===== src/rtl/aph_pkg.sv =====
package aph_pkg;
    parameter int ADDR_W = 29;
    parameter int SA_W   = 6;
    parameter int SADB_W = 16;
    // address bits covered by upper + middle + lower fields
    localparam int SPAN_W = 2 * SA_W + SADB_W;

    typedef enum logic [1:0] {
        PH_IDLE   = 2'd0,
        PH_STROBE = 2'd1,
        PH_HOLD   = 2'd2
    } phase_e;

    typedef struct packed {
        logic [SA_W-1:0]   upper;
        logic [SADB_W-1:0] middle;
        logic [SA_W-1:0]   lower;
    } addr_split_t;

    typedef struct packed {
        logic [ADDR_W-1:0] addr;
        logic              wide;
    } req_t;

    // 16-bit mode drops the byte-select bit, 8-bit mode uses the address as is
    function automatic addr_split_t split_addr(input logic [ADDR_W-1:0] a,
                                               input logic wide);
        logic [ADDR_W-1:0] shifted;
        logic [SPAN_W-1:0] win;
        shifted = wide ? (a >> 1) : a;
        win     = shifted[SPAN_W-1:0];
        return addr_split_t'(win);
    endfunction
endpackage


===== src/rtl/aph_capture.sv =====
module aph_capture
    import aph_pkg::*;
(
    input  logic clk,
    input  logic rst,
    input  logic load,
    input  req_t req_i,
    input  logic cfg_wr,
    input  logic cfg_hold,
    output req_t req_q,
    output logic hold_q
);
    always_ff @(posedge clk) begin
        if (rst) begin
            req_q  <= '0;
            hold_q <= 1'b1;
        end else begin
            if (load)   req_q  <= req_i;
            if (cfg_wr) hold_q <= cfg_hold;
        end
    end
endmodule


===== src/rtl/aph_fsm.sv =====
module aph_fsm
    import aph_pkg::*;
(
    input  logic   clk,
    input  logic   rst,
    input  logic   start,
    input  logic   hold,
    output phase_e phase,
    output logic   done,
    output logic   idle
);
    phase_e phase_d;
    logic   done_d;

    assign idle = (phase == PH_IDLE);

    always_comb begin
        phase_d = phase;
        done_d  = 1'b0;
        case (phase)
            PH_IDLE:   if (start) phase_d = PH_STROBE;
            PH_STROBE: begin
                if (hold) phase_d = PH_HOLD;
                else begin
                    phase_d = PH_IDLE;
                    done_d  = 1'b1;
                end
            end
            PH_HOLD: begin
                phase_d = PH_IDLE;
                done_d  = 1'b1;
            end
            default:   phase_d = PH_IDLE;
        endcase
    end

    always_ff @(posedge clk) begin
        if (rst) begin
            phase <= PH_IDLE;
            done  <= 1'b0;
        end else begin
            phase <= phase_d;
            done  <= done_d;
        end
    end
endmodule


===== src/rtl/aph_addr_map.sv =====
module aph_addr_map
    import aph_pkg::*;
(
    input  req_t        req,
    output addr_split_t fields
);
    always_comb fields = split_addr(req.addr, req.wide);
endmodule


===== src/rtl/addr_phase_gen.sv =====
module addr_phase_gen
    import aph_pkg::*;
(
    input  logic              clk,
    input  logic              rst,
    input  logic              start_i,
    input  logic              beat_i,
    input  logic              wide_i,
    input  logic [ADDR_W-1:0] addr_i,
    input  logic              cfg_wr_i,
    input  logic              cfg_hold_i,
    output logic [SA_W-1:0]   sa_o,
    output logic [SADB_W-1:0] sadb_o,
    output logic              ace_n_o,
    output logic              done_o,
    output logic              busy_o
);
    phase_e      phase;
    logic        idle;
    logic        cfg_hold_q;
    logic        accept_start;
    logic        load;
    req_t        req_in;
    req_t        req_q;
    addr_split_t fields;

    assign accept_start = start_i & idle;
    assign load         = (start_i | beat_i) & idle;
    assign req_in       = '{addr: addr_i, wide: wide_i};

    aph_capture u_cap (
        .clk      (clk),
        .rst      (rst),
        .load     (load),
        .req_i    (req_in),
        .cfg_wr   (cfg_wr_i),
        .cfg_hold (cfg_hold_i),
        .req_q    (req_q),
        .hold_q   (cfg_hold_q)
    );

    aph_fsm u_fsm (
        .clk   (clk),
        .rst   (rst),
        .start (accept_start),
        .hold  (cfg_hold_q),
        .phase (phase),
        .done  (done_o),
        .idle  (idle)
    );

    aph_addr_map u_map (
        .req    (req_q),
        .fields (fields)
    );

    always_comb begin
        ace_n_o = (phase != PH_STROBE);
        busy_o  = !idle;
        if (idle) begin
            sa_o   = fields.lower;
            sadb_o = '0;
        end else begin
            sa_o   = fields.upper;
            sadb_o = fields.middle;
        end
    end
endmodule


===== config.mk =====
export PLATFORM = sky130hd
export DESIGN_NAME = addr_phase_gen
export DESIGN_NICKNAME = d
export VERILOG_FILES = /design/src/rtl/aph_pkg.sv /design/src/rtl/aph_capture.sv /design/src/rtl/aph_fsm.sv /design/src/rtl/aph_addr_map.sv /design/src/rtl/addr_phase_gen.sv
export SDC_FILE = /design/constraint.sdc
export NUM_CORES = 1
export LEC_CHECK = 0
export CAP_MARGIN = 20
export CORE_MARGIN = 10
export CORE_UTILIZATION = 47
export CTS_CLUSTER_SIZE = 28
export DETAILED_ROUTE_END_ITERATION = 8
export PLACE_DENSITY = 0.89
export SETUP_SLACK_MARGIN = 0.2
export SYNTH_ARGS = -nofsm -noshare
export SYNTH_HDL_FRONTEND = slang
export SYNTH_SLANG_ARGS = --single-unit

===== constraint.sdc =====
create_clock -name clk -period 3.4 [get_ports clk]
set_input_delay 0.51 -clock clk [delete_from_list [all_inputs] [get_ports clk]]
set_output_delay 0.51 -clock clk [all_outputs]
set_load 0.005 [all_outputs]

==> results.ini <==
[drt]
vias_per_cell=5.184
route.detailed.drc=0
drt_wl_total_mm=4.527
wl_per_cell_um=15.14
dr.pass1.iters=4
ant_nets=0
drt_iter0_markers=79
vias=1550

[cts]
insertion_delay_ns=0.34
cts_setup_buffers=0
clockBufferDepth=2
cts_inserted_buffers=5
cts_tree=built
htreeDepth=2
postCtsHoldBufs=0
clkSlewWorstSetupHoldPaths_ns=0.09
cts_resized=0
cts.sinks=34
cts_root_buf=clkbuf_4

[timing]
setup_viol=0
relSlewSlack=0.6549
finalSetupTns_ns=0
fmax_ghz=0.3524
hold_violations=0
fin_crit_sh=0.8345
tightest_slew_ns=0.5176
period_needed_ns=2.837
maxSlewViolCount=0
rsz0062_at_grt=false
fin_skew_ns=0.004842
setup_ws_ns=0.5627

[synth]
yosysWarnings=0
ys.flop_type=dfxtp_1
synth_area_leader_cell=dfxtp_1
yosysMostFrequentCell=nand2_1
netlist.area_leader.share=0.4112
synthDistinctLibCells=20
synthArstFlopShare=0
synthCells=198
yosys-top-cells-area=dfxtp_1, nand2_1, a21oi_1, mux2i_1, mux4_1
synth_nets=237
synthTopCellsByCount=nand2_1, dfxtp_1, a21oi_1, nor2_1, mux2i_1
synth_seq_cells=34
syn_avg_cell_area_um2=8.360
synth_edf_count=0
syn_area_mm2=0.001655
ys_seq_area_frac=0.4112

[critical_path]
crit_fanout=14
cp-start-kind=flip-flop
crit_buf_inv=3
critPathArrivalTime_ns=2.33
cp_top_family=buffers and inverters
worst_path_max_delay_cell=ha_1
reg2regPathDepth=7
path_class=flip-flop to output port
worstPathCellList=inv_1, ha_1, buf_4, mux4_1, clkdlybuf4s50_1
max_stage_delay_ns=0.49
cp.depth=5
critPathCaptureType=output port
cp.required_ns=2.89

[placed_design]
dp_hpwl_mm=3.461
placed_area_mm2=0.002250
gp_congestion=0.8214
place_ws_ns=0.9273
portBuffers=60

[hold_path]
hold_path_depth=2
min_path_type=flip-flop to flip-flop

[floorplan]
coreArea_mm2=0.003363
num_rows=21
ios=61
die_area_mm2=0.006296
die_y_um=79.35
dieWidth_um=79.35
start_util=0.4922

[global_routing]
grt.total_usage=0.1438
grt.overflow.total=0
grt_first_pass_wirelength_mm=7.189
grt_max_degree=35
antenna_found_initial=0
first_global_vias=1540

[finish]
diodes=0
fin_util=0.6842
fillCellCount=293
final_nets=293
postLayoutCellArea_mm2=0.002301
syn_to_final_growth_pct=39.00
drive_above_1_share=0.05534

[power_and_ir_drop]
ir_worst_vdd_uv=262.4
p_comb_frac=0.269
seq_power_share=0.496
p_sw_frac=0.2831
clkPwrFrac=0.235
power_switching_w=0.0002605
p_leak_nw=0.8866
p_int_w=0.0006599
p_per_area_mw_per_mm2=400.0

[status]
status=finished, final reports clean

[job]
timing.max_cap.violations=0

==> final cells by class <==
| type | instances | area, um^2 | area share |
|---|---|---|---|
| clock buffers | 6 | 51.30 | 0.02229 |
| inverters | 6 | 22.52 | 0.009788 |
| repair buffers | 65 | 638.1 | 0.2773 |
| multi-input cells | 142 | 850.8 | 0.3698 |
| well taps | 46 | 57.56 | 0.02501 |
| flip-flops and latches | 34 | 680.7 | 0.2958 |
==> registers in the layout, indices dropped and copies added, names as in the netlist <==
register,count
u_fsm.done,1
u_cap.req_q,30
u_fsm.phase,2
u_cap.hold_q,1
==> cells in the final DEF (no fill, tap or decap) <==
cell type / n
nand2_1: 61
clkdlybuf4s50_1: 60
dfxtp_1: 34
a21oi_1: 32
nor2_1: 17
mux2i_1: 16
inv_1: 6
clkbuf_4: 5
buf_4: 5
mux4_1: 4
ha_1: 3
mux4_2: 2
o211ai_1: 2
o21a_1: 1
o21ai_2: 1
nor3_1: 1
nor3b_1: 1
or3_1: 1
clkbuf_8: 1
==> worst paths after layout <==
| check | slack, ns | startpoint | end |
|---|---|---|---|
| setup reg to reg | 1.26 | u_fsm.phase[1]$_SDFFE_PP0P_ | u_cap.req_q[7]$_SDFFE_PP0P_ |
| hold / removal | 0.47 | u_cap.req_q[29]$_SDFFE_PP0P_ | u_cap.req_q[29]$_SDFFE_PP0P_ |
| setup / recovery | 0.56 | u_fsm.phase[1]$_SDFFE_PP0P_ | sa_o[3] |
| hold reg to reg | 0.47 | u_cap.req_q[29]$_SDFFE_PP0P_ | u_cap.req_q[29]$_SDFFE_PP0P_ |
==> worst min-delay path, stage by stage (launching register included) <==
cell and delay, ns:
dfxtp_1 0.31, nand2_1 0.06, a21oi_1 0.06
==> power groups by stage <==
| stage | sequential [W] | clock (W) | combinational, W |
|---|---|---|---|
| CTS | 0.000457 | 0.000223 | 0.000250 |
| floorplan | 0.000456 | 0 | 0.000147 |
| global route | 0.000462 | 0.000236 | 0.000272 |
| global placement | 0.000464 | 0 | 0.000242 |
| finish | 0.000457 | 0.000216 | 0.000247 |
| detailed placement | 0.000466 | 0 | 0.000249 |
==> cells by family (layout without fill, tap and decap cells) <==
group | count (synthesis) | count (layout) | synth area share
adders and majority gates | 3 | 3 | 0.02268
and+or+nand+nor | 81 | 81 | 0.1882
DFF | 34 | 34 | 0.4112
muxes | 22 | 22 | 0.1874
buffers and inverters | 22 | 77 | 0.07710
AOI/OAI and AO/OA | 36 | 36 | 0.1134
==> routing by layer <==
layer | vias up | GRT usage | share of wire | wire (um)
met4 | 0 | 0.08423 | 0.027 | 121
met5 | - | 0 | 0 | 0
met2 | 50 | 0.2659 | 0.53 | 2395
met1 | 724 | 0.1410 | 0.39 | 1762
met3 | 9 | 0.03716 | 0.055 | 247
li1 | 767 | - | - | -
==> stage by stage <==
stage	hold WS, ns	cells	total power [W]
after floorplan	0.4317	198	0.0006027
after global placement	0.4439	293	0.0007055
after detailed placement	0.4596	293	0.0007151
after CTS	0.4729	299	0.0009300
after global routing	0.4988	299	0.0009705
final	0.4695	299	0.0009205
Power figures use the tool's default switching activity.
